===== src/rtl/eeprom_pkg.sv =====
package eeprom_pkg;

  // Strobes from the bus controller to the storage datapath.
  typedef struct packed {
    logic shiftIn;   // shift rxBit into the byte register
    logic rxBit;     // synchronized SDA value
    logic loadAddr;  // byte register -> address counter
    logic writeMem;  // byte register -> memory, advance within page
    logic loadTx;    // memory -> byte register, advance counter
    logic shiftTx;   // move next transmit bit into the MSB
  } dpCmd_t;

  typedef enum logic [3:0] {
    S_IDLE, S_DEV, S_DEV_ACK, S_WORD, S_WORD_ACK,
    S_WDATA, S_WDATA_ACK, S_RDATA, S_RACK
  } busState_t;

endpackage


===== src/rtl/eeprom_dp.sv =====
module eeprom_dp
  import eeprom_pkg::*;
#(
  parameter int ADDR_W = 8,
  parameter int DATA_W = 8,
  parameter int PAGE_W = 3
) (
  input  logic              clk,
  input  logic              rstN,
  input  dpCmd_t            cmd,
  output logic [DATA_W-1:0] shiftReg,
  output logic              txBit
);
  localparam int DEPTH = 1 << ADDR_W;

  logic [DATA_W-1:0] mem [DEPTH];
  logic [ADDR_W-1:0] addrQ;
  logic [DATA_W-1:0] shiftQ;
  logic [PAGE_W-1:0] pageLow;

  assign pageLow  = addrQ[PAGE_W-1:0] + PAGE_W'(1);
  assign shiftReg = shiftQ;
  assign txBit    = shiftQ[DATA_W-1];

  // Storage keeps its contents across reset.
  always_ff @(posedge clk) begin
    if (cmd.writeMem) mem[addrQ] <= shiftQ;
  end

  always_ff @(posedge clk) begin
    if (!rstN) begin
      addrQ  <= '0;
      shiftQ <= '1;
    end else begin
      if (cmd.loadAddr)      addrQ <= shiftQ[ADDR_W-1:0];
      else if (cmd.writeMem) addrQ <= {addrQ[ADDR_W-1:PAGE_W], pageLow};
      else if (cmd.loadTx)   addrQ <= addrQ + ADDR_W'(1);

      if (cmd.shiftIn)      shiftQ <= {shiftQ[DATA_W-2:0], cmd.rxBit};
      else if (cmd.loadTx)  shiftQ <= mem[addrQ];
      else if (cmd.shiftTx) shiftQ <= {shiftQ[DATA_W-2:0], 1'b1};
    end
  end

  // a stored byte never moves the counter out of its page
  p_page_wrap_r4: assert property (@(posedge clk) disable iff (!rstN)
    cmd.writeMem |=> addrQ[ADDR_W-1:PAGE_W] == $past(addrQ[ADDR_W-1:PAGE_W]));

  // each fetched read byte steps the counter by one, modulo the depth
  p_read_step_r7: assert property (@(posedge clk) disable iff (!rstN)
    cmd.loadTx |=> addrQ == $past(addrQ) + ADDR_W'(1));

endmodule


===== src/rtl/eeprom_ctrl.sv =====
module eeprom_ctrl
  import eeprom_pkg::*;
#(
  parameter int              DATA_W   = 8,
  parameter int              CODE_W   = 4,
  parameter int              STRAP_W  = 3,
  parameter logic [CODE_W-1:0] DEV_CODE = 4'b1010
) (
  input  logic               clk,
  input  logic               rstN,
  input  logic               scl,
  input  logic               sdaIn,
  input  logic [STRAP_W-1:0] strap,
  input  logic [DATA_W-1:0]  shiftReg,
  input  logic               txBit,
  output dpCmd_t             cmd,
  output logic               sdaOe
);
  localparam int CNT_W = $clog2(DATA_W + 1);
  localparam logic [CNT_W-1:0] FULL = CNT_W'(DATA_W);
  localparam logic [CNT_W-1:0] LAST = CNT_W'(DATA_W - 1);

  logic [1:0] sclSync, sdaSync;
  logic sclQ, sdaQ, sclS, sdaS;
  logic sclRise, sclFall, startCond, stopCond;

  busState_t stateQ, stateD;
  logic [CNT_W-1:0] bitCnt, cntD;
  logic rwQ, rwD, mAckQ, mAckD;
  logic addrHit;

  assign sclS      = sclSync[1];
  assign sdaS      = sdaSync[1];
  assign sclRise   = sclS & ~sclQ;
  assign sclFall   = ~sclS & sclQ;
  assign startCond = sclS & sclQ & sdaQ & ~sdaS;
  assign stopCond  = sclS & sclQ & ~sdaQ & sdaS;
  assign addrHit   = shiftReg[DATA_W-1:1] == {DEV_CODE, strap};

  always_ff @(posedge clk) begin
    if (!rstN) begin
      sclSync <= '1; sdaSync <= '1; sclQ <= 1'b1; sdaQ <= 1'b1;
      stateQ  <= S_IDLE; bitCnt <= '0; rwQ <= 1'b0; mAckQ <= 1'b0;
    end else begin
      sclSync <= {sclSync[0], scl};
      sdaSync <= {sdaSync[0], sdaIn};
      sclQ    <= sclS;
      sdaQ    <= sdaS;
      stateQ  <= stateD;
      bitCnt  <= cntD;
      rwQ     <= rwD;
      mAckQ   <= mAckD;
    end
  end

  always_comb begin
    stateD    = stateQ;
    cntD      = bitCnt;
    rwD       = rwQ;
    mAckD     = mAckQ;
    cmd       = '0;
    cmd.rxBit = sdaS;
    if (startCond) begin
      stateD = S_DEV;
      cntD   = '0;
    end else if (stopCond) begin
      stateD = S_IDLE;
    end else begin
      case (stateQ)
        S_DEV, S_WORD, S_WDATA: begin
          if (sclRise && bitCnt != FULL) begin
            cmd.shiftIn = 1'b1;
            cntD        = bitCnt + CNT_W'(1);
          end else if (sclFall && bitCnt == FULL) begin
            cntD = '0;
            if (stateQ == S_DEV) begin
              if (addrHit) begin
                rwD    = shiftReg[0];
                stateD = S_DEV_ACK;
              end else begin
                stateD = S_IDLE;
              end
            end else if (stateQ == S_WORD) begin
              cmd.loadAddr = 1'b1;
              stateD       = S_WORD_ACK;
            end else begin
              cmd.writeMem = 1'b1;
              stateD       = S_WDATA_ACK;
            end
          end
        end
        S_DEV_ACK: begin
          if (sclFall) begin
            if (rwQ) begin
              cmd.loadTx = 1'b1;
              stateD     = S_RDATA;
            end else begin
              stateD = S_WORD;
            end
          end
        end
        S_WORD_ACK, S_WDATA_ACK: begin
          if (sclFall) stateD = S_WDATA;
        end
        S_RDATA: begin
          if (sclFall) begin
            cmd.shiftTx = 1'b1;
            cntD        = bitCnt + CNT_W'(1);
            if (bitCnt == LAST) begin
              cntD   = '0;
              stateD = S_RACK;
            end
          end
        end
        S_RACK: begin
          if (sclRise) begin
            mAckD = ~sdaS;
          end else if (sclFall) begin
            if (mAckQ) begin
              cmd.loadTx = 1'b1;
              stateD     = S_RDATA;
            end else begin
              stateD = S_IDLE;
            end
          end
        end
        default: stateD = S_IDLE;
      endcase
    end
  end

  assign sdaOe = (stateQ == S_DEV_ACK) || (stateQ == S_WORD_ACK) ||
                 (stateQ == S_WDATA_ACK) || ((stateQ == S_RDATA) && !txBit);

  // drive level is held for as long as sampled SCL stays high
  p_sda_hold_r10: assert property (@(posedge clk) disable iff (!rstN)
    (sclS && sclQ) |-> $stable(sdaOe));

  // a STOP always leaves the line released
  p_stop_release_r8: assert property (@(posedge clk) disable iff (!rstN)
    stopCond |=> !sdaOe);

  // a foreign address byte gets no acknowledge
  p_no_foreign_ack_r1: assert property (@(posedge clk) disable iff (!rstN)
    (stateQ == S_DEV && sclFall && bitCnt == FULL && !addrHit) |=> !sdaOe);

  // datapath actions never overlap in one cycle
  p_single_action_r9: assert property (@(posedge clk) disable iff (!rstN)
    $onehot0({cmd.shiftIn, cmd.loadAddr, cmd.writeMem, cmd.loadTx, cmd.shiftTx}));

endmodule


===== src/rtl/eeprom_i2c_slave.sv =====
module eeprom_i2c_slave
  import eeprom_pkg::*;
#(
  parameter int ADDR_W  = 8,
  parameter int DATA_W  = 8,
  parameter int PAGE_W  = 3,
  parameter int STRAP_W = 3
) (
  input  logic               clk,
  input  logic               rstN,
  input  logic               scl,
  input  logic               sdaIn,
  input  logic [STRAP_W-1:0] strap,
  output logic               sdaOe
);
  dpCmd_t            cmd;
  logic [DATA_W-1:0] shiftReg;
  logic              txBit;

  eeprom_ctrl #(
    .DATA_W(DATA_W), .CODE_W(4), .STRAP_W(STRAP_W), .DEV_CODE(4'b1010)
  ) uCtrl (
    .clk(clk), .rstN(rstN), .scl(scl), .sdaIn(sdaIn), .strap(strap),
    .shiftReg(shiftReg), .txBit(txBit), .cmd(cmd), .sdaOe(sdaOe)
  );

  eeprom_dp #(
    .ADDR_W(ADDR_W), .DATA_W(DATA_W), .PAGE_W(PAGE_W)
  ) uDp (
    .clk(clk), .rstN(rstN), .cmd(cmd), .shiftReg(shiftReg), .txBit(txBit)
  );

endmodule


===== config.mk =====
export PLATFORM = sky130hd
export DESIGN_NAME = eeprom_i2c_slave
export DESIGN_NICKNAME = d
export VERILOG_FILES = /design/src/rtl/eeprom_pkg.sv /design/src/rtl/eeprom_dp.sv /design/src/rtl/eeprom_ctrl.sv /design/src/rtl/eeprom_i2c_slave.sv
export SDC_FILE = /design/constraint.sdc
export NUM_CORES = 2
export LEC_CHECK = 0
export BUFFER_PORTS_ARGS = -buffer_cell sky130_fd_sc_hd__buf_2
export CAP_MARGIN = 5
export CORE_UTILIZATION = 57
export DETAILED_ROUTE_END_ITERATION = 7
export PLACE_DENSITY = 0.75
export SYNTH_ARGS = -nofsm -noshare
export SYNTH_HDL_FRONTEND = slang
export SYNTH_SLANG_ARGS = --single-unit

===== constraint.sdc =====
create_clock -name clk -period 4.4 [get_ports clk]
set_input_delay 0 -clock clk [delete_from_list [all_inputs] [get_ports clk]]
set_output_delay 0 -clock clk [all_outputs]
set_load 0.05 [all_outputs]

* Word level (Yosys, flattened, before mapping) *
Memory sizes are Yosys's and may differ from the RTL's.
Index checks and enable logic that the tools add are counted.

operators by class
  $add $sub $neg = 3
  equality and inequality tests = 30
  muxes and demuxes = 49
  bitwise logic cells = 15
  reduce and logical (&&, ||, !) cells = 21

operators by type and width
  cell                                                   number
  two-way mux 4 bit                                      14
  two-way mux 8 bit                                      6
  inequality test 4 x 1 -> 1 bit, second input constant  6
  equality test 4 x 3 -> 1 bit, second input constant    5
  one-hot mux 4 bit (5 select lines)                     1
  two-way mux 1 bit                                      17
  AND reduction 8 bit                                    2
  inequality test 2 x 1 -> 1 bit, second input constant  7
  two-way mux 2 bit                                      6
  two-way mux 3 bit                                      3
  adder 8 x 1 -> 8 bit, second input constant            1
  equality test 4 x 2 -> 1 bit, second input constant    2
  equality test 4 bit, second input constant             2
  inequality test 4 bit, second input constant           2
  NOT 1 bit                                              8
  one-hot mux 4 bit (2 select lines)                     1
  AND reduction 4 bit                                    2
  AND 1 bit                                              7
  equality test 7 bit                                    1
  AND reduction 7 bit                                    1
  nonzero test 3 bit                                     2
  OR reduction 3 bit                                     2
  adder 4 x 1 -> 4 bit, second input constant            1
  equality test 4 x 1 -> 1 bit, second input constant    1
  other kinds (11)                                       18

storage, ports and cells
  bits in registers = 32
  bits in writable memories = 2,048
  bits of input ports = 7
  output and inout port bits = 1
  logic and storage cells = 131
  memories kept = 1

memories
  name     depth  bits a word  rd ports  clocked after memory_dff  write ports  RTL line         source
  uDp.mem  256    8            1         0                         1            eeprom_dp.sv:16  logic [DATA_W-1:0] mem [DEPTH];

* Logic depth before layout (Yosys ltp) *
  word-level depth = 11
  mapped depth = 13
  mapped depth without buffers = 9

* Modules after synthesis *
A second synthesis with hierarchy kept.

second synthesis, totals
  cells, all modules = 4,153
  area, all modules = 81,411.8 um^2

modules (own cells, without submodules)
  module       times used  cells an instance  area an instance (um^2)  seq. area each (um^2)
  eeprom_dp    1           4,018              80,368.3                 61,819.3
  eeprom_ctrl  1           135                1,043.5                  320.3

* Worst setup path after synthesis *
Ideal clock, no wire load.

  path kind = register -> register
  start point = register uDp.shiftQ[5] (netlist: uDp.shiftReg[5])
  end point = register uCtrl.rwQ
  setup time = 0.080 ns
  arrival time = 4.842 ns
  setup slack = -0.522 ns
  stages on the path, launching flop included = 7
  buffers on the path = 0
  period minus slack after synthesis = 4.922 ns
  cell sequence = dfxtp_1 -> nor4b_1 -> nand3_1 -> nor4_1 -> nand2_1 -> mux2i_1 -> nor2_1

between the ends
  cells in the longest elaborated chain, start to end = 2

ends and longest elaborated chain
  what                                  RTL line           source
  start: declaration                    eeprom_dp.sv:18    logic [DATA_W-1:0] shiftQ;
  start signal: assignment              eeprom_dp.sv:39    if (cmd.shiftIn) shiftQ <= {shiftQ[DATA_W-2:0], cmd.rxBit};
  start signal: assignment              eeprom_dp.sv:40    else if (cmd.loadTx) shiftQ <= mem[addrQ];
  start signal: assignment              eeprom_dp.sv:41    else if (cmd.shiftTx) shiftQ <= {shiftQ[DATA_W-2:0], 1'b1};
  equality test 7 bit                   eeprom_ctrl.sv:38  assign addrHit = shiftReg[DATA_W-1:1] == {DEV_CODE, strap};
  AND reduction 7 bit (no source line)  --
  end signal: assignment                eeprom_ctrl.sv:51  rwQ <= rwD;
  end: declaration                      eeprom_ctrl.sv:29  logic rwQ, rwD, mAckQ, mAckD;

Every way passes these cells.
A chain may end at the register's enable or synchronous reset.

* Worst setup path in the final report *
  start point = register uDp.addrQ[0]
  end point = register uDp.shiftQ[1] (netlist: uDp.shiftReg[1])

between the ends
  cells in the longest elaborated chain, start to end = 3

ends and longest elaborated chain
  what                       RTL line         source
  start: declaration         eeprom_dp.sv:17  logic [ADDR_W-1:0] addrQ;
  start signal: assignment   eeprom_dp.sv:35  if (cmd.loadAddr) addrQ <= shiftQ[ADDR_W-1:0];
  start signal: assignment   eeprom_dp.sv:36  else if (cmd.writeMem) addrQ <= {addrQ[ADDR_W-1:PAGE_W], pageLow};
  start signal: assignment   eeprom_dp.sv:37  else if (cmd.loadTx) addrQ <= addrQ + ADDR_W'(1);
  memory read (256 x 8 bit)  --
  two-way mux 8 bit          eeprom_dp.sv:40
  two-way mux 8 bit          eeprom_dp.sv:39

Every way passes these cells.

==> run_results.csv <==
group,metric,value,unit
logic_synthesis,yosysTopAreaCell,"edfxtp_1",
global_route,grt_max_degree,228,
worst_setup_path,path_buf_inv,1,
worst_setup_path,path_cells,"buf_12, mux4_2, mux2_2, nand2_1, a41oi_1, nor3_1, o311a_1, o22ai_1",
clocking,tritoncts,"done",
detailed_routing,viasPerCell,6.86,
global_route,grt_pass1_wl,304,mm
placed_design,dp_slack,0.431,ns
finish,fin_nets,4133,
worst_setup_path,crit_type,"reg -> reg",
worst_hold_path,min_to,"uCtrl.rwQ",
logic_synthesis,ys_top_cells_by_area,"edfxtp_1 76%, mux4_2 14%, mux2i_1 1.7%, nor2_1 1.5%, dfxtp_1 0.79%",
pwr,power,38.8,mW
run_status,status,"completed",
logic_synthesis,synth_most_common_cell,"edfxtp_1",
worst_setup_path,reg2reg_setup_slack,0.28,ns
sta,layout_min_cycle_time,4.12,ns
worst_setup_path,r2r_end,"uDp.shiftReg[1]",
sta,hold_viol,0,
finish,instances_no_fill,6178,
worst_setup_path,crit_slowest_cell,"nor3_1",
worst_setup_path,startpoint_type,"flip-flop",
worst_setup_path,cp_max_fo,51,
sta,worst_pin_slew,1.27,ns
logic_synthesis,ys_seq_area_frac,0.764,
detailed_routing,wl_met2,99.0,mm
detailed_routing,via_count,42400,
worst_hold_path,hold_start,"strap[0]",
sta,fmax,0.243,GHz
logic_synthesis,synth_seq_cells,2080,
finish,areaGrowthSynthToFinish,12.2,%
placed_design,place_inst,5803,
worst_setup_path,crit_path_end_kind,"flip-flop",
floorplanning,die_area,0.144,mm^2
clocking,htreeDepth,4,
worst_setup_path,path_delay_family,"simple AND/OR/NAND/NOR gates",
clocking,clockBufferDepth,3,
global_route,grt_pass1_vias,41900,
detailed_routing,drc,0,
placed_design,hpwl,129,mm
logic_synthesis,synth_top_area_share,0.756,
detailed_routing,route.antenna.remaining_nets,0,
pwr,ir_drop,0.000503,V
pwr,p_leak,32.3,nW
clocking,clkTransAtPathRegs,0.07,ns
worst_hold_path,whs_path_depth,7,
sta,slew_violations,0,
pwr,p_per_area,425,mW/mm^2
detailed_routing,wl_met3,25.5,mm
floorplanning,die_w,380,um
worst_setup_path,worstRegToRegCells,8,
floorplanning,row_count,138,
sta,slew-limit-headroom,0.154,
clocking,cts_buffers,194,
worst_setup_path,required,5.13,ns
clocking,ctsRootBufferMaster,"clkbuf_16",
detailed_routing,drt_iter0_drc,6703,
job,drv_cap,0,
placed_design,port_buffers,7,
sta,grt_setup_unrepaired,"false",
logic_synthesis,netlist_instances,3931,
placed_design,place_area,0.0846,mm^2
detailed_routing,drt-wirelength-per-cell,34.3,um
worst_setup_path,arrival,4.84,ns
global_route,grt_util_all_layers,0.296,
clocking,post_cts_buffers,0,
worst_setup_path,cpPeakStageDelay,0.99,ns
detailed_routing,top_layer_used,"met5",
sta,final.setup.tns,0,ns
sta,setup_viol,0,
floorplanning,io_pins,8,
finish,postLayoutCellArea,0.0912,mm^2
logic_synthesis,ys_warn_count,0,
floorplanning,die_y,380,um
detailed_routing,drt-met1-wl,75.8,mm
finish,drive_above_1_share,0.246,
logic_synthesis,yosys-top-cells-count,"2048 x edfxtp_1, 509 x mux4_2, 315 x nor2_1",
logic_synthesis,avgSynthCellArea,20.7,um^2
detailed_routing,drtPass1Iterations,6,
worst_setup_path,reg2reg_from,"uDp.addrQ[0]",
logic_synthesis,synth.distinct_cells,65,
floorplanning,start_util,0.574,
logic_synthesis,synth-edff-count,2048,
sta,hold-worst-slack,0.305,ns
sta,min_period_over_period,0.935,
clocking,insertion_delay,0.86,ns
floorplanning,fp.coreArea,0.142,mm^2
sta,fin_worst_skew,0.0478,ns
global_route,overflow,0,
logic_synthesis,syn_area,0.0813,mm^2
logic_synthesis,syn_nets,3944,
logic_synthesis,postSynth.asyncResetShare,0,
logic_synthesis,dominantRegCellSynth,"edfxtp_1",
detailed_routing,wl,212,mm
finish,fin_util,0.644,
global_route,antenna_found_initial,4,
clocking,clock-sinks,2080,
worst_hold_path,hold_path.class,"in -> reg",
sta,worst_slack,0.284,ns
placed_design,gp_congestion,0.942,
-- placed cells by master (no fill, tap or decap), types with 13 or more instances in the layout --
master        n
bufinv_16    24
o21ai_0      32
nand2_1     137
dfxtp_1      18
nor3_1       24
o22ai_1      19
clkinv_2     32
o211ai_1     13
nand3_1      64
clkbuf_16   195
a211oi_1     13
mux4_2      509
edfxtp_1   2048
mux2i_1     135
buf_4       176
a21oi_1      41
nor2_1      312
clkinv_1     59
a22oi_1      74
a31oi_1      19
nand2b_1     20
clkbuf_1     25
nand4_1      18
nor2b_1      18
buf_12       31
-- state kept, by name, indices dropped and copies added, names as in the netlist --
| register | count |
|---|---|
| uCtrl.stateQ | 4 |
| uCtrl.sclQ | 1 |
| uCtrl.sdaQ | 1 |
| uDp.mem | 2048 |
| uCtrl.sdaSync | 2 |
| uDp.shiftReg | 8 |
| uCtrl.sclSync | 2 |
| uDp.addrQ | 8 |
| uCtrl.bitCnt | 4 |
| uCtrl.mAckQ | 1 |
| uCtrl.rwQ | 1 |
-- how the worst max path moves through the flow --
stage	start	end	slack, ns	cells past startpoint
CTS	uDp.addrQ[0]	uDp.shiftReg[7]	0.36	8
floorplan	uDp.shiftReg[0]	uDp.shiftReg[1]	0.009	4
global placement	uDp.addrQ[0]	uDp.shiftReg[7]	0.41	8
detailed placement	uDp.addrQ[0]	uDp.shiftReg[7]	0.43	8
global route	uDp.addrQ[0]	uDp.shiftReg[7]	0.22	8
finish	uDp.addrQ[0]	uDp.shiftReg[1]	0.28	8
-- logic make-up (layout without fill, tap and decap cells) --
kind of cell,after synthesis,count (layout),share of synthesized area
flops,2080,2080,0.764
other cells,0,1,0
xor+xnor,10,10,0.00108
buf+inv,246,602,0.0156
simple gates,657,657,0.0355
fa+ha+maj,6,6,0.000923
compound gates,279,279,0.0240
mux,653,653,0.159
-- timing repair --
action,in CTS,in global routing
endpoints found under the hold margin,26,0
hold buffers,11,0
setup endpoints to repair,0,0
resized for setup,0,0
-- per-layer routing --
layer | global-route usage | vias up
met1 | 0.406 | 22000
met4 | 0.142 | 6
met5 | 0 | -
li1 | - | 16700
met2 | 0.452 | 3108
met3 | 0.0753 | 604
-- layout make-up --
type                       count  area [um^2]
inverter                      14         57.6
tap                         1890         2360
antenna                        1         2.50
multi-input combinational   1605        18000
fill                        9043        50300
sequential                  2080        62200
timing repair buffer         225         2090
clock buffer                 220         4970
clock inverter               143         1550
-- worst register-to-register path, cell delays in order (launching register included) --
cell	delay [ns]
dfxtp_4	0.94
buf_12	0.44
mux4_2	0.67
mux2_2	0.28
nand2_1	0.10
a41oi_1	0.14
nor3_1	0.99
o311a_1	0.35
o22ai_1	0.08
-- where the power goes --
| group | total (mW) | switching (mW) | internal (mW) |
|---|---|---|---|
| Sequential | 21.4 | 0.0247 | 21.4 |
| Combinational | 0.217 | 0.133 | 0.0843 |
| Clock | 17.1 | 7.47 | 9.62 |
Note: power is estimated with default switching activity, not from simulation.
